**src/rtl/negotiator_pkg.sv**
```systemverilog
// Package: shared mode encoding for the capability negotiator.
// The mode codes follow the fallback order, so a larger code is a slower mode.
package negotiator_pkg;
    localparam int MSG_W = 8;
    localparam int RATE_LSB = 2;
    localparam int LANE_BIT = 6;

    typedef enum logic [1:0] {
        MODE_X2_FAST = 2'd0,
        MODE_X1_FAST = 2'd1,
        MODE_X2_SLOW = 2'd2,
        MODE_X1_SLOW = 2'd3
    } mode_e;
endpackage

```
**src/rtl/cap_msg_builder.sv**
```systemverilog
// Module: cap_msg_builder
// Builds the outgoing capability byte from the local capability inputs.
// Assumes: every bit that is neither the rate field nor the lane bit is sent as zero.
module cap_msg_builder
    import negotiator_pkg::*;
(
    input  logic             fast_ok,
    input  logic             two_ok,
    output logic [MSG_W-1:0] msg
);
    // Places the rate field (2'b01 = double rate) and the lane bit.
    always_comb begin
        msg = '0;
        msg[RATE_LSB+1 -: 2] = {1'b0, fast_ok};
        msg[LANE_BIT] = two_ok;
    end
endmodule

```
**src/rtl/cap_msg_parser.sv**
```systemverilog
// Module: cap_msg_parser
// Decodes a partner capability byte into rate and lane capability.
// Assumes: the reserved rate codes are read as base rate; all other bits are ignored.
module cap_msg_parser
    import negotiator_pkg::*;
(
    input  logic [MSG_W-1:0] msg,
    output logic             peer_fast,
    output logic             peer_two
);
    // Only the exact code 2'b01 means double rate.
    always_comb begin
        peer_fast = (msg[RATE_LSB+1 -: 2] == 2'b01);
        peer_two  = msg[LANE_BIT];
    end
endmodule

```
**src/rtl/fallback_sequencer.sv**
```systemverilog
// Module: fallback_sequencer
// Holds the common capabilities and the current mode. It resolves a new mode on
// each exchange and steps down the fallback order on each failure strobe.
// Assumes: an exchange takes priority over a failure strobe in the same cycle.
module fallback_sequencer
    import negotiator_pkg::*;
(
    input  logic clk,
    input  logic rst_n,
    input  logic loc_fast,
    input  logic loc_two,
    input  logic peer_fast,
    input  logic peer_two,
    input  logic xchg,
    input  logic fail,
    output logic mode_fast,
    output logic mode_two,
    output logic done,
    output logic give_up
);
    mode_e mode_q, mode_res, mode_nxt;
    logic  cfast_q, ctwo_q, done_q, give_q;
    logic  cfast_d, ctwo_d;

    // Common capability of this exchange: the lower side wins in each dimension.
    always_comb begin
        cfast_d = loc_fast & peer_fast;
        ctwo_d  = loc_two & peer_two;
    end

    // Fastest mode that both sides support.
    always_comb begin
        if (cfast_d && ctwo_d)  mode_res = MODE_X2_FAST;
        else if (cfast_d)       mode_res = MODE_X1_FAST;
        else if (ctwo_d)        mode_res = MODE_X2_SLOW;
        else                    mode_res = MODE_X1_SLOW;
    end

    // Next supported mode below the current one in the fallback order.
    always_comb begin
        case (mode_q)
            MODE_X2_FAST: mode_nxt = cfast_q ? MODE_X1_FAST
                                   : (ctwo_q ? MODE_X2_SLOW : MODE_X1_SLOW);
            MODE_X1_FAST: mode_nxt = ctwo_q ? MODE_X2_SLOW : MODE_X1_SLOW;
            default:      mode_nxt = MODE_X1_SLOW;
        endcase
    end

    // State update: reset, then exchange, then failure strobe.
    always_ff @(posedge clk) begin
        if (!rst_n) begin
            mode_q  <= MODE_X1_SLOW;
            cfast_q <= 1'b0;
            ctwo_q  <= 1'b0;
            done_q  <= 1'b0;
            give_q  <= 1'b0;
        end else if (xchg) begin
            mode_q  <= mode_res;
            cfast_q <= cfast_d;
            ctwo_q  <= ctwo_d;
            done_q  <= 1'b1;
            give_q  <= 1'b0;
        end else if (fail && done_q) begin
            if (mode_q == MODE_X1_SLOW) give_q <= 1'b1;
            else                        mode_q <= mode_nxt;
        end
    end

    // Decodes the mode register to the rate and lane outputs.
    always_comb begin
        mode_fast = (mode_q == MODE_X2_FAST) || (mode_q == MODE_X1_FAST);
        mode_two  = (mode_q == MODE_X2_FAST) || (mode_q == MODE_X2_SLOW);
        done      = done_q;
        give_up   = give_q;
    end

    // without double-rate support on one side, the resolved rate is base
    a_r3_rate_floor: assert property (@(posedge clk) disable iff (!rst_n)
        (xchg && !(loc_fast && peer_fast)) |=> !mode_fast);

    // without two-lane support on one side, only lane 0 is used
    a_r4_lane_floor: assert property (@(posedge clk) disable iff (!rst_n)
        (xchg && !(loc_two && peer_two)) |=> !mode_two);

    // a failure above the slowest mode changes the mode
    a_r6_steps_down: assert property (@(posedge clk) disable iff (!rst_n)
        (fail && !xchg && done && (mode_fast || mode_two)) |=> !$stable({mode_fast, mode_two}));

    // give-up is only held at 1-lane slow
    a_r7_giveup_slowest: assert property (@(posedge clk) disable iff (!rst_n)
        give_up |-> (!mode_fast && !mode_two && done));

    // with no message and no failure strobe, the outputs hold
    a_r9_hold: assert property (@(posedge clk) disable iff (!rst_n)
        (!xchg && !fail) |=> $stable({mode_fast, mode_two, done, give_up}));
endmodule

```
**src/rtl/lane_rate_negotiator.sv**
```systemverilog
// Module: lane_rate_negotiator (top)
// Runs the capability exchange: it builds the local byte, decodes the partner
// byte, and resolves and falls back the operating rate and lane count.
// Assumes: rx_valid and train_fail are single-cycle strobes in the clk domain.
module lane_rate_negotiator
    import negotiator_pkg::*;
(
    input  logic             clk,
    input  logic             rst_n,
    input  logic             loc_fast_ok,
    input  logic             loc_two_lane_ok,
    input  logic             rx_valid,
    input  logic [MSG_W-1:0] rx_msg,
    input  logic             train_fail,
    output logic [MSG_W-1:0] tx_msg,
    output logic             mode_fast,
    output logic             mode_two_lane,
    output logic             done,
    output logic             give_up
);
    logic peer_fast, peer_two;

    cap_msg_builder u_build (
        .fast_ok (loc_fast_ok),
        .two_ok  (loc_two_lane_ok),
        .msg     (tx_msg)
    );

    cap_msg_parser u_parse (
        .msg       (rx_msg),
        .peer_fast (peer_fast),
        .peer_two  (peer_two)
    );

    fallback_sequencer u_seq (
        .clk       (clk),
        .rst_n     (rst_n),
        .loc_fast  (loc_fast_ok),
        .loc_two   (loc_two_lane_ok),
        .peer_fast (peer_fast),
        .peer_two  (peer_two),
        .xchg      (rx_valid),
        .fail      (train_fail),
        .mode_fast (mode_fast),
        .mode_two  (mode_two_lane),
        .done      (done),
        .give_up   (give_up)
    );

    // reserved rate codes never produce a double-rate mode
    a_r2_reserved_rate: assert property (@(posedge clk) disable iff (!rst_n)
        (rx_valid && rx_msg[3]) |=> !mode_fast);
endmodule

```
**config.mk**
```make
export PLATFORM = sky130hd
export DESIGN_NAME = lane_rate_negotiator
export DESIGN_NICKNAME = d
export VERILOG_FILES = /design/src/rtl/negotiator_pkg.sv /design/src/rtl/cap_msg_builder.sv /design/src/rtl/cap_msg_parser.sv /design/src/rtl/fallback_sequencer.sv /design/src/rtl/lane_rate_negotiator.sv
export SDC_FILE = /design/constraint.sdc
export NUM_CORES = 1
export LEC_CHECK = 0
export BUFFER_PORTS_ARGS = -buffer_cell sky130_fd_sc_hd__buf_2
export CORE_AREA = 5 5 42 44
export DETAILED_ROUTE_END_ITERATION = 10
export DIE_AREA = 0 0 47 49
export MAX_ROUTING_LAYER = met4
export PLACE_DENSITY_LB_ADDON = 0.2
export SYNTH_ARGS = -nofsm -noshare
export SYNTH_HDL_FRONTEND = slang
export SYNTH_SLANG_ARGS = --single-unit
```
**constraint.sdc**
```tcl
create_clock -name clk -period 2.6 [get_ports clk]
set_clock_uncertainty 0.15 [all_clocks]
set_input_delay 0.13 -clock clk [delete_from_list [all_inputs] [get_ports clk]]
set_output_delay 0.13 -clock clk [all_outputs]
set_load 0.02 [all_outputs]
```
After elaboration in Yosys (flattened, before gate mapping)
Cells that the tools add are included.

Multiplexer cells: 9. Equal/unequal tests: 5. Bitwise operators: 3. Reductions and logical operators: 9.

Operators with widths (count): 2-bit 2-to-1 mux (6); 2-bit by 1-bit equality test with 1-bit output (second input constant) (2); 2-bit equality test (second input constant) (2); 2-bit case mux with 2 select lines (1); 2-bit AND reduction (2); 1-bit bitwise AND (2); 1-bit logical AND (2); 2-bit logical NOT (1); 1-bit logical OR (2); 1-bit 2-to-1 mux (2); 2-bit inequality test (second input constant) (1); 2-bit nonzero test (1); 2-bit OR reduction (1); 1-bit NOT (1).

Output and inout port bits: 12. Bits of input ports: 14. Logic and storage cells: 31. Register bits after elaboration: 6.

Logic depth before layout (Yosys ltp)
Gate-level depths: netlist of run 1.

Depth after elaboration: 6. Depth in mapped cells: 3. Gate-level depth less buffers: 3.

By module
Synthesis of run 1 repeated with hierarchy kept, for this count alone.

Cell total of the unflattened synthesis: 38. Area total of the unflattened synthesis: 339.1 µm².

Modules (own cells, without submodules): fallback_sequencer (seq. area each 120.1 µm², area each 254.0 µm², times used 1, cells an instance 27); cap_msg_builder (seq. area each 0.0 µm², area each 63.8 µm², times used 1, cells an instance 9); cap_msg_parser (seq. area each 0.0 µm², area each 21.3 µm², times used 1, cells an instance 2).

Worst setup path after synthesis of run 1
No wires, ideal clock.

Kind: register to register. Start: register u_seq.done_q (netlist: u_seq.done). End: register u_seq.mode_q[0]. Stages on the path, launching flop included: 4. Setup time: 128 ps. Clock period less this slack: 1134 ps. Arrival time: 856 ps. Path buffers: 0. Required time: 2322 ps. Path slack: 1466 ps. Path through: dfxtp_1 > nand2_1 > o211ai_1 > o211ai_2.

Cells in the longest elaborated chain, start to end: 3.

RTL lines: start: declaration (line fallback_sequencer.sv:22) `logic cfast_q, ctwo_q, done_q, give_q;`; start signal: assignment (line fallback_sequencer.sv:55) `done_q <= 1'b0;`; start signal: assignment (line fallback_sequencer.sv:61) `done_q <= 1'b1;`; 1-bit logical AND (line fallback_sequencer.sv:63) `end else if (fail && done_q) begin`; 2-bit nonzero test (no line); 2-bit AND reduction (no line); end signal: assignment (line fallback_sequencer.sv:58) `mode_q <= mode_res;`; end signal: assignment (line fallback_sequencer.sv:65) `else mode_q <= mode_nxt;`; end: declaration (line fallback_sequencer.sv:21) `mode_e mode_q, mode_res, mode_nxt;`.

Every way passes these cells. A chain may end at the register's enable or synchronous reset.

Worst setup path in the final report of run 1
Start: register u_seq.mode_q[1]. End: output port mode_fast.

Cells in the longest elaborated chain, start to end: 2. Elaborated cells between the ends (all ways): 3. Classes of those cells: 1 x eq/ne; 2 x reduce/logical.

RTL lines: 2-bit by 1-bit equality test with 1-bit output / 2-bit logical NOT (equally long branches) (line fallback_sequencer.sv:71) `mode_fast = (mode_q == MODE_X2_FAST) || (mode_q == MODE_X1_FAST);`; 1-bit logical OR * (line fallback_sequencer.sv:71); end: declaration (line lane_rate_negotiator.sv:16) `output logic mode_fast,`.

Mark *: on every way between the ends. The rest lies on a longest branch, timed or not.

==> results.txt, run 1 <==
The cell depth of the worst hold path is 2. Across all layers, the routed design uses 279 vias. The mean area per synthesized cell came out at between 9 and 10 um2. For this run, the post-layout net count is 67. Static timing analysis puts the maximum clock frequency at 887 MHz.

The number of maximum-capacitance violations came out at 0. The maximum buffer depth of the clock tree came out at 2. The slowest stage of the critical path belongs to the cell sky130_fd_sc_hd__dfxtp_1.

The number of search-and-repair iterations in the first detailed-routing pass came out at 2. The hold buffer count at CTS is 1. The maximum resistive drop on vdd is 191 uV.

The final RePlAce weighted congestion is 0.678. The post-cts gate resize count is 0. Using the TritonRoute via totals, the vias-per-cell ratio works out to 4.16. The number of buffers created by CTS came out at 3.

In this run the worst setup path begins at u_seq.mode_q[1]$_SDFFE_PN1P_. The first routing iteration left 4 violations. The CTS sink count is 6. The combinational fraction of design power is 17.5%.

The detailed-route wire length per cell came out at ~9.5 um. The clock latency on the worst-skew pair came out at 0.24 ns. The library cell used most frequently in the layout, excluding fill and tap cells, is sky130_fd_sc_hd__buf_2. The height of the die came out at 49 um. The total core area came out at 1400 um2. The kind of end point of the critical path is an output port. The met1 routed wirelength after detailed routing is 245 um.

The multi-input combinational cells in the finished layout cover a total of 163 um2. Ranked by total cell area, the synthesized netlist is headed by sky130_fd_sc_hd__dfxtp_1 (36%), sky130_fd_sc_hd__buf_4 (18%), sky130_fd_sc_hd__a21boi_0 (4.5%). Setup repair after global routing left no endpoint under its margin.

On the worst path, the slowest cell contributes a delay of 0.37 ns. The number of cells on the worst reg-to-reg path came out at 3. The final worst slack came out at 1.47 ns.

The worst reg2reg path startpoint is u_seq.cfast_q$_SDFFE_PN0P_. The number of different library cells in the post-synthesis netlist came out at 18. The library cell used as clock root buffer is sky130_fd_sc_hd__clkbuf_4. The power per cell area came out at 535 nW/um2. The netlist area before placement is 335 um2. By startpoint and endpoint, the worst setup path is classified as reg -> out.

The growth of design area from synthesis to finish came out at 24.3%. The static power due to leakage came out at 0.000217 uW. The worst setup slack before clock tree synthesis came out at roughly 1.5 ns.

The instance count of the mapped netlist came out at 36. Across all register-to-register paths, the minimum setup slack is 1.55 ns. The analysis attributes to net switching a power of 59.7 uW. The area of the die is 2300 um2. Summing all flip-flop and latch instances after layout gives 120 um2. The count of nets left with antenna violations once routing finished came out at 0. The final hold violation count is 0.

The clock transition at the register clock pins on the worst setup and hold paths after CTS came out at 0.04 ns. The half-perimeter wire length after detailed placement came out at 536 um. Broken down by cell family, the worst path's largest delay share belongs to flip-flops. The post-route setup TNS came out at 0 ns. Walking the worst path, the cells encountered are inv_1 -> buf_2. The number of top-level pins came out at 26. The initial antenna violation count came out at 0. The filler cells instantiated in the layout total 160. In this run switching power makes up 26.8% of total power. The clock network burns 37.9% of the power. The depth of the critical timing path with buffers and inverters included is 2. The area fraction of the dominant cell type after synthesis is 35.8%. The number of buffers and inverters on the critical path is 2. STA classifies the critical path startpoint as a register. The worst hold path belongs to the class in -> reg. In this run, synthesis produced a sequential element count of 6. In this run the worst path has a maximum fanout of 4. The count of pins over their slew limit came out at 0.

Following the worst setup path forward leads to its endpoint at mode_fast. The sequential share of the synthesized area is 35.8%. The detailed-routed wire length on met3 came out at between 50 and 60 um. Input and output buffers added on the ports amount to 14.

The die span in x is approximately 47 um. Summed over all layers, the global routing overflow is 0. For the worst setup path, the data arrival time is 0.85 ns. Summed over all instances, the cell type with the most area after synthesis is sky130_fd_sc_hd__dfxtp_1. The data required time at the worst endpoint came out at 2.32 ns. The minimum clock period came out at 1.13 ns. The top cell types in the final layout, fill and taps aside, are sky130_fd_sc_hd__buf_2 (14), sky130_fd_sc_hd__conb_1 (6), sky130_fd_sc_hd__dfxtp_1 (6).

The share of total power in sequential cells is around 45%. The worst register-to-register path ends at u_seq.mode_q[0]$_SDFFE_PN1P_. The share of final-layout standard cells stronger than drive strength 1 came out at 41.2%.

The via count of the first global-routing pass is approximately 290. The DRC violations left came out at 0. The first global-routing pass estimated 1130 um of wire. The total inserted antenna cells came out at 0.

In this run the top signal layer used is met4. The total number of H-tree levels came out at 1. The effective utilization at floorplan is 23.9%. The total global-route track usage is 7.00%. Detailed routing placed a total of between 300 and 400 um of wire on met2. Setup violations remaining at the end of the flow were counted as 0. The post-CTS setup repair buffer count is 0. The total wire length is 638 um.

The post-route fraction of the period consumed by the critical path is a little over two fifths. The count of yosys warnings during synthesis is 0. The internal power of the cells totals 163 uW. The flow ran to the end, and the final reports show no timing, DRC or antenna violations. Entering global routing, the biggest net connects 7 pins. The initialized floorplan defines 14 standard-cell rows. The clock tree from TritonCTS is done.
[power groups by stage]
stage	combinational, uW	clock [uW]	sequential (uW)
after global placement	38.4	0	101
after CTS	39.5	89.7	99.5
after floorplan	31.5	0	103
final	39.0	84.3	99.4
after detailed placement	38.3	0	101
after global routing	43.0	94.3	100
[routing by layer]
layer  vias up  GRT usage, %
li1        139             -
met5         -             -
met4         0          4.15
met1       125          7.47
met2        13          10.2
met3         2          3.32
[metrics by stage]
| step | hold slack [ns] | std cells | total power, uW | area [um2] | util (%) |
|---|---|---|---|---|---|
| global route | 0.0352 | 67 | 238 | 417 | 29.7 |
| CTS | 0.0299 | 67 | 229 | 417 | 29.7 |
| global placement | 0.212 | 63 | 140 | 384 | 27.4 |
| floorplan | 0.0446 | 41 | 134 | 354 | - |
| finish | 0.0263 | 67 | 223 | 417 | 29.7 |
| detailed placement | 0.213 | 63 | 140 | 384 | 27.4 |
[synthesized netlist by cell type]
| cell | instances |
|---|---|
| sky130_fd_sc_hd__a21bo_1 | 1 |
| sky130_fd_sc_hd__a21boi_0 | 2 |
| sky130_fd_sc_hd__a31oi_1 | 1 |
| sky130_fd_sc_hd__and3_1 | 1 |
| sky130_fd_sc_hd__buf_4 | 8 |
| sky130_fd_sc_hd__conb_1 | 1 |
| sky130_fd_sc_hd__dfxtp_1 | 6 |
| sky130_fd_sc_hd__inv_1 | 3 |
| sky130_fd_sc_hd__nand2_1 | 3 |
| sky130_fd_sc_hd__nand2b_4 | 1 |
| sky130_fd_sc_hd__nand3_1 | 1 |
| sky130_fd_sc_hd__nand4b_1 | 1 |
| sky130_fd_sc_hd__nor2b_2 | 1 |
| sky130_fd_sc_hd__o211ai_1 | 2 |
| sky130_fd_sc_hd__o211ai_2 | 1 |
| sky130_fd_sc_hd__o21a_1 | 1 |
| sky130_fd_sc_hd__o21bai_1 | 1 |
| sky130_fd_sc_hd__o31ai_2 | 1 |
[cells by family (layout without fill, tap and decap cells)]
logic type             count (synthesis)  after routing  synth area share (%)
AOI/OAI and AO/OA                     10             10                  25.7
buffers and inverters                 11             21                  21.3
DFF                                    6              6                  35.8
other                                  1              6                  1.12
and+or+nand+nor                        8              8                  16.0
[final cells by class]
type,instances,area share (%)
sequential,6,28.8
clock buffer,3,5.41
multi-input combinational,24,39.0
tap,16,4.80
inverter,3,2.70
timing repair buffer,15,19.2
[how the worst min path moves through the flow]
stage	from	to	slack (ns)
3_5_place_dp	rst_n	u_seq.mode_q[0]$_SDFFE_PN1P_	0.21
2_1_floorplan	rst_n	u_seq.mode_q[0]$_SDFFE_PN1P_	0.04
3_3_place_gp	rst_n	u_seq.mode_q[0]$_SDFFE_PN1P_	0.21
5_1_grt	rx_valid	u_seq.done$_SDFFE_PN0P_	0.04
6_report	rx_valid	u_seq.done$_SDFFE_PN0P_	0.03
4_1_cts	rx_valid	u_seq.done$_SDFFE_PN0P_	0.03
[state kept, by name (all words and copies together), names as in the netlist]
signal,flops
u_seq.cfast_q,1
u_seq.give_up,1
u_seq.ctwo_q,1
u_seq.done,1
u_seq.mode_q,2
No activity file was read; power rests on OpenSTA's default activity.
==> run 2, diff against run 1 <==
==> constraint.sdc (replaced) <==
create_clock -name clk -period 1.1 [get_ports clk]
set_clock_uncertainty 0.15 [all_clocks]
set_input_delay 0.055 -clock clk [delete_from_list [all_inputs] [get_ports clk]]
set_output_delay 0.055 -clock clk [all_outputs]
set_load 0.02 [all_outputs]
==> run 2 against run 1 <==
Against the previous run:
- wire length rose by 7.2%
- register-to-register slack lost 1.5 ns
- critical path depth is 1 higher
- highest routed layer unchanged
- sequential share of layout area is 4.0 points lower
- largest power group unchanged
- count of clock-buffer cells in the layout unchanged
- setup slack worse by 1.4 ns
- clock power is 140% higher
- power increased by 150%
- cell area is 18% higher
- largest cell class unchanged
- combinational power rose to 3.0 times the previous value
- global-route usage rose by 0.22 points
- core utilization up 5.4 points
==> results.txt, run 2 (same netlist as run 1, synthesis figures left out) <==
The total inserted antenna cells is 0 (unchanged). In the layout the commonest cells are sky130_fd_sc_hd__buf_2 (13), sky130_fd_sc_hd__conb_1 (6), sky130_fd_sc_hd__dlygate4sd3_1 (4), sky130_fd_sc_hd__dfxtp_1 (4). The number of top-level pins came out at 26 (unchanged). The share of final-layout standard cells stronger than drive strength 1 came to 45.6% (+4.4 points).

The area of the multi-input gates came out at 169 um2 (+3.8%). The power per cell area came out at 1130 nW/um2 (+110%). The clock latency on the worst-skew pair is 0.24 ns (about the same). Among all stages on the critical path, the largest delay is contributed by sky130_fd_sc_hd__dlygate4sd3_1. The die span in x is 47 um (unchanged). The number of search-and-repair iterations in the first detailed-routing pass is 4 (+2). The kind of end point of the critical path is an output port. The final hold violation count came out at 0 (unchanged).

The filler cell count came out at 154 (-3.8%). The final RePlAce weighted congestion is 0.730 (+7.7%). The number of buffers created by CTS came out at 3 (unchanged).

The flop-to-flop setup slack came out at 0.07 ns (-1.48 ns). The share of the core filled with cells in the final layout came out at 35.2% (+5.4 points). The highest clock rate came out at approximately 940 MHz.

The placed instance area came out at 393 um2 (+2.3%). The DRC violations left came to 0 (unchanged). The detailed-route wire length per cell came out at 9.37 um (-1.6%). The area used by sequential logic in the layout came to 123 um2 (+2.1%). Setup repair after global routing left no endpoint under its margin. The number of maximum-capacitance violations came out at 0 (unchanged). The register with the most flip-flops in the final layout is u_seq.mode_q. The height of the die came out at 49 um (unchanged). The clock transition at the register clock pins on the worst setup and hold paths after CTS is 0.04 ns (about the same). The via-per-instance ratio is 4.14 (-0.65%).

The number of nets at the end of the flow is 73 (+9.0%). TritonCTS built the clock tree. The final critical path takes up 96.4% of the cycle.

The tree is rooted in a sky130_fd_sc_hd__clkbuf_4. The post-route setup TNS came to 0 ns (unchanged). The total number of vias came out at 302 (+8.2%). The area of the die came out at 2300 um2 (unchanged). The kind of cell with the highest combined delay along the critical path is buffers and inverters. The minimum clock period came out at 1.06 ns.

The arrival time at the worst endpoint is 0.86 ns (about the same). The first-pass GRT wire length came out at 1100 um (-3.0%). The standard-cell row count came to 14 (unchanged). The setup violation total in the final timing report was 0 (unchanged). The initial antenna violation count is 0 (unchanged). The effective utilization at floorplan came out at 23.9% (unchanged).

Traced cell by cell, the critical path runs through dlygate4sd3_1 -> buf_2 -> buf_2. The via count of the first global-routing pass came out at 284 (-1.0%). The cell area after layout is 493 um2 (+18%). The type of the worst min-delay path is in -> reg. The run finished with clean final reports. The maximum number of pins on one net before global-route repair came out at 7 (unchanged).

The post-route worst hold slack is 0.00412 ns (-0.0222 ns). The CTS sink count is 6 (unchanged). The static power due to leakage came out at 0.000254 uW (+17%).

The aggregate global routing overflow is 0 (unchanged). The number of violations reported at the end of detailed-routing iteration 0 came out at 4 (unchanged). The post-detailed-route count of antenna-violating nets came to 0 (unchanged). The data required time at the worst endpoint is 0.89 ns (-1.43 ns). The number of flip-flops under the largest register name came out at 2 (unchanged). The setup path with the least slack is of type in -> out. Leaving out fill and tap cells, the most frequent cell in the layout is sky130_fd_sc_hd__buf_2. The element type at the critical path start is an input port. The count of pins over their slew limit was 0 (unchanged). The number of buffers and inverters on the critical path came out at 3 (+1).

The total global-route track usage came to 7.23% (+0.22 points). The maximum resistive drop on vdd is 588 uV (+210%). Relative to the synthesized area, the layout overhead comes to 47.0%. The total number of H-tree levels came out at 1 (unchanged). The number of buffer cells added on primary ports came out at 14 (unchanged). The total core area came out at 1400 um2 (unchanged). The half-perimeter wire length after detailed placement is 525 um (-2.1%). The peak per-stage delay on the critical path came out at 0.53 ns (+0.16 ns). The maximum fanout along the worst path is 2 (-2). The total wire length is 684 um (+7.2%).

The maximum buffer depth of the clock tree is 2 (unchanged). The most frequent cell on the critical path is sky130_fd_sc_hd__buf_2.
run 2: cell types whose count changed in the layout (fill, tap and decap cells not counted), sizes merged:
cell,delta
buf,+2
dlygate4sd3,+3
dlymetal6s4s,+1
run 2: report_power, final:
group / switching, uW / internal, uW / total, uW
logic: 62.9 / 54.4 / 117
registers: 7.76 / 228 / 236
clock network: 78.6 / 123 / 202
total: 149 / 406 / 555
run 2: worst register-to-register path, stage by stage, from the launching register on:
cell	delay (ns)
sky130_fd_sc_hd__dfxtp_1	0.37
sky130_fd_sc_hd__nand2_1	0.11
sky130_fd_sc_hd__a31oi_2	0.19
sky130_fd_sc_hd__o211ai_2	0.10
run 2: layer usage:
layer,part of all wire (%),track usage (%)
met2,48,9.05
met1,41,7.93
met5,0,-
met4,0.58,6.91
met3,9.5,3.32
run 2: cell type report:
| cell class | count | area share [%] |
|---|---|---|
| Inverter | 3 | 2.28 |
| Multi-Input combinational cell | 24 | 34.3 |
| Timing Repair Buffer | 21 | 29.9 |
| Clock buffer | 3 | 4.57 |
| Tap cell | 16 | 4.06 |
| Sequential cell | 6 | 24.9 |
run 2: metrics by stage:
stage                     worst slack [ns]  instances  total power, uW
final                               0.0396         73              555
after floorplan                     0.0582         41              317
after detailed placement            0.0419         64              333
after global routing               0.00183         73              598
after CTS                           0.0158         72              558
after global placement              0.0435         64              333
run 2: final timing paths:
check                                from                      endpoint  cells after the start
max                           loc_fast_ok                     tx_msg[2]                      3
min                             rx_msg[6]     u_seq.ctwo_q$_SDFFE_PN0P_                      3
max reg2reg  u_seq.mode_q[1]$_SDFFE_PN1P_  u_seq.mode_q[0]$_SDFFE_PN1P_                      3
min reg2reg    u_seq.cfast_q$_SDFFE_PN0P_    u_seq.cfast_q$_SDFFE_PN0P_                      2
run 2: repair_timing:
item | in CTS | in global routing
buffers inserted | 0 | 1
endpoints found under the setup margin | 1 | 3
pin swaps | 0 | 3
hold buffers | 5 | 0
hold endpoints to repair | 6 | 0
resized for setup | 2 | 4
==> run 3, diff against run 2 <==
--- a/config.mk
+++ b/config.mk
@@ -13,4 +13,5 @@
 export PLACE_DENSITY_LB_ADDON = 0.2
 export SYNTH_ARGS = -nofsm -noshare
 export SYNTH_HDL_FRONTEND = slang
+export SYNTH_HIERARCHICAL = 1
 export SYNTH_SLANG_ARGS = --single-unit
==> constraint.sdc (replaced) <==
create_clock -name clk -period 1.1 [get_ports clk]
set_clock_uncertainty 0.15 [all_clocks]
set_input_delay 0.22 -clock clk [delete_from_list [all_inputs] [get_ports clk]]
set_output_delay 0.22 -clock clk [all_outputs]
set_load 0.02 [all_outputs]
==> run 3 against run 2 <==
Against the previous run:
- the run now ends with setup timing left
- hold slack improved by 0.11 ns
- setup slack worse by 0.33 ns
- register-to-register slack worse by 0.36 ns
- sequential cell count unchanged
- critical path type is now reg -> reg
- critical endpoint is now u_seq/mode_q[0]$_SDFFE_PN1P_
==> results.txt, run 3 <==
The number of maximum-capacitance violations is 0 (unchanged). For this run, the leading register cell type out of synthesis is sky130_fd_sc_hd__dfxtp_1. The growth of design area from synthesis to finish came out at 58.3%.

The count of yosys warnings during synthesis is 6 (+6). The total inserted antenna cells is 0 (unchanged). The maximum fanout along the worst path came to 2 (unchanged). The number of flip-flops under the largest register name is 2 (unchanged).

The type of the worst min-delay path is in -> reg. The register ranked first by flip-flop count is u_seq/mode_q. By area the synthesized netlist is led by sky130_fd_sc_hd__dfxtp_1 (35%), sky130_fd_sc_hd__buf_4 (20%), sky130_fd_sc_hd__o21a_1 (4.4%). The static power due to leakage came to 0.000254 uW (about the same). The simple-gate share of the synthesized area came out at 22.5% (+6.5 points). The peak per-stage delay on the critical path is 0.42 ns (-0.11 ns). The library cell used most frequently in the layout, excluding fill and tap cells, is sky130_fd_sc_hd__buf_2. The netlist area before placement is 339 um2 (+1.1%). The total core area is 1400 um2 (unchanged).

The multiplexer fraction of the synthesized cell area is 0% (unchanged). The kind of cell with the highest combined delay along the critical path is simple AND/OR/NAND/NOR gates. The instance count of the mapped netlist is 38 (+5.6%).

The initial antenna violation count is 0 (unchanged). The CTS sink count is 6 (unchanged). The area of the die was 2300 um2 (unchanged). The maximum buffer depth of the clock tree was 2 (unchanged). The flow ran to the end, but the final reports show violations. The sequential share of the synthesized area came out at 35.4% (-0.40 points). The number of top-level pins came to 26 (unchanged).

In the synthesized netlist, the cells that appear most often are sky130_fd_sc_hd__buf_4 (9), sky130_fd_sc_hd__dfxtp_1 (6). The share of final-layout standard cells stronger than drive strength 1 came out at 60.7% (+15 points). The number of buffers created by CTS came out at 3 (unchanged). The share of power burned in the clock network is 38.1% (+1.7 points). The class of the most critical setup path is reg -> reg.

Walking the worst path, the cells encountered are or2b_4 -> or4b_1 -> a22o_1. The clock latency on the worst-skew pair came to 0.25 ns (about the same). The count of placed standard cells including taps came out at 69 (+7.8%).

The via-per-instance ratio is 4.10 (-0.80%). Leaving out fill and tap cells, the most frequent cells in the layout are sky130_fd_sc_hd__buf_2 (10), sky130_fd_sc_hd__buf_4 (8), sky130_fd_sc_hd__buf_6 (6), sky130_fd_sc_hd__conb_1 (6). The number of nets at the end of the flow is 76 (+4.1%). The share of total power in sequential cells came to 38.7% (-3.8 points). The die span in x came to 47 um (unchanged). The worst setup path is launched from a register. The effective utilization at floorplan is 24.2% (+0.27 points). The arrival time at the worst endpoint is 1.38 ns (+0.52 ns). The library cell used as clock root buffer is sky130_fd_sc_hd__clkbuf_4. The final instance count without filler cells came to 77 (+5.5%). The number of search-and-repair iterations in the first detailed-routing pass came out at 3 (-1). The first-pass GRT wire length is 1410 um (+29%). The maximum number of pins on one net before global-route repair is 10 (+3). The maximum resistive drop on vdd came out at 743 uV (+26%). The synthesized design spends more area on one cell type than any other, namely sky130_fd_sc_hd__dfxtp_1. The number of violations reported at the end of detailed-routing iteration 0 came out at 3 (-1). The number of different library cells in the post-synthesis netlist came out at 21 (+3). The fraction of power spent switching nets came out at 28.4% (+1.5 points). The number of buffers and inverters on the critical path was 0 (-3). The data required time at the worst endpoint was 1.09 ns (+0.20 ns). The total wire length is 856 um (+25%). The mean area per synthesized cell was 8.92 um2 (-4.2%). The number of buffer cells added on primary ports is 14 (unchanged). The hold buffer count at CTS came out at 0 (-5). The power per cell area came out at 1120 nW/um2 (-0.41%). The clock transition at the register clock pins on the worst setup and hold paths after CTS came out at 0.05 ns (about the same). The highest clock rate came out at 721 MHz (-24%). The minimum clock period came out at 1.39 ns (+0.326 ns). The total global-route track usage is 8.98% (+1.8 points). The worst hold path begins at rx_msg[6].

The arithmetic-cell share of the synthesized area counting full adders, half adders and majority gates came to 0% (unchanged). The startpoint identified for the worst register-to-register timing path is u_seq/cfast_q$_SDFFE_PN0P_. The count of pins over their slew limit came out at 0 (unchanged). The total number of vias came to 316 (+4.6%).

The total number of H-tree levels came out at 1 (unchanged). The standard-cell row count is 14 (unchanged). In this run the worst setup path begins at u_seq/cfast_q$_SDFFE_PN0P_. Setup repair after global routing could not meet its margin everywhere. The detailed-route wire length per cell is 11.1 um (+19%). The number of flops mapped to enable cells by yosys is 0 (unchanged). The clock tree from TritonCTS is done. The combinational fraction of design power came out at 23.2% (+2.1 points). The XOR/XNOR share of the synthesized area came to 0% (unchanged). The height of the die came out at 49 um (unchanged). The final hold violation count is 0 (unchanged). The final RePlAce weighted congestion is 0.697 (-4.6%). The worst setup path is captured at a register. The final reports fail on setup timing.

The net switching power figure came out at 171 uW (+15%). The post-detailed-route count of antenna-violating nets came out at 0 (unchanged). The share of flip-flops with an asynchronous set or reset after synthesis is 0% (unchanged). The internal power component was 431 uW (+6.2%). The most instantiated library cell after synthesis is sky130_fd_sc_hd__buf_4. The setup violation total in the final timing report was 5 (+5). The area fraction of the dominant cell type after synthesis came out at 35.4% (-0.40 points). The post-synthesis register bit count came out at 6 (unchanged).

The final worst slack is -0.287 ns (-0.326 ns). For this design, the slowest cell found on the critical path is sky130_fd_sc_hd__or4b_1. The aggregate global routing overflow is 0 (unchanged).

The via count of the first global-routing pass is 317 (+12%). The complex-gate fraction of the synthesized area came to 17.7% (-8.0 points). After synthesis, the largest family of logic cells by area is buffers and inverters. The post-route worst hold slack came out at 0.111 ns (+0.107 ns). The post-route fraction of the period consumed by the critical path came out at 126% (+30 points).

The DRC violations left came out at 0 (unchanged).
[run 3: per-layer routing]
metal	global-route usage, %	part of all wire (%)
met5	-	0
met4	1.38	0
met1	10.2	39
met2	12.4	51
met3	7.38	10
[run 3: what timing repair did]
action	4_1_cts	5_1_grt
gates resized for setup	15	3
pin swaps	0	1
cloned	0	0
setup endpoints to repair	6	7
buffers inserted	1	3
[run 3: worst register-to-register path, cell delays in order, from the launching register on]
cell and delay (ns):
sky130_fd_sc_hd__dfxtp_1 0.30, sky130_fd_sc_hd__or2b_4 0.19, sky130_fd_sc_hd__or4b_1 0.42, sky130_fd_sc_hd__a22o_1 0.22
[run 3: final cells by class]
class	count	area, um2
sequential	6	126
timing repair buffer	24	178
multi-input combinational	25	176
clock buffer	4	26.3
fill	157	865
inverter	2	10.0
tap	16	20.0
[run 3: final timing paths]
check / to / slack [ns] / cells past startpoint
min reg2reg: u_seq/ctwo_q$_SDFFE_PN0P_ / 0.33 / 2
max: u_seq/mode_q[0]$_SDFFE_PN1P_ / -0.29 / 3
min: u_seq/ctwo_q$_SDFFE_PN0P_ / 0.11 / 3
max reg2reg: u_seq/mode_q[0]$_SDFFE_PN1P_ / -0.29 / 3
[run 3: power by group through the flow]
stage          Combinational (uW)  Sequential, uW  Clock (uW)
5_1_grt                       152             234         258
2_1_floorplan                78.0             242           0
3_5_place_dp                  113             236           0
6_report                      140             233         229
3_3_place_gp                  114             236           0
4_1_cts                       132             233         243
[run 3: logic make-up (layout without fill, tap and decap cells)]
| kind of cell | after synthesis | in the layout |
|---|---|---|
| AO/OA/AOI/OAI | 8 | 8 |
| buffers and inverters | 12 | 30 |
| flip-flops | 6 | 6 |
| other | 1 | 6 |
| AND/OR/NAND/NOR | 11 | 11 |
[run 3: metrics by stage]
step	utilization (%)	setup slack (ns)	instance area (um2)	power [uW]	setup TNS, ns
after floorplan	-	-0.254	367	320	-0.290
after global placement	30.7	-0.255	430	350	-0.343
after detailed placement	30.7	-0.269	430	349	-0.378
after CTS	36.2	-0.290	507	608	-0.772
after global routing	38.3	-0.327	537	645	-0.931
final	38.3	-0.287	537	602	-0.727
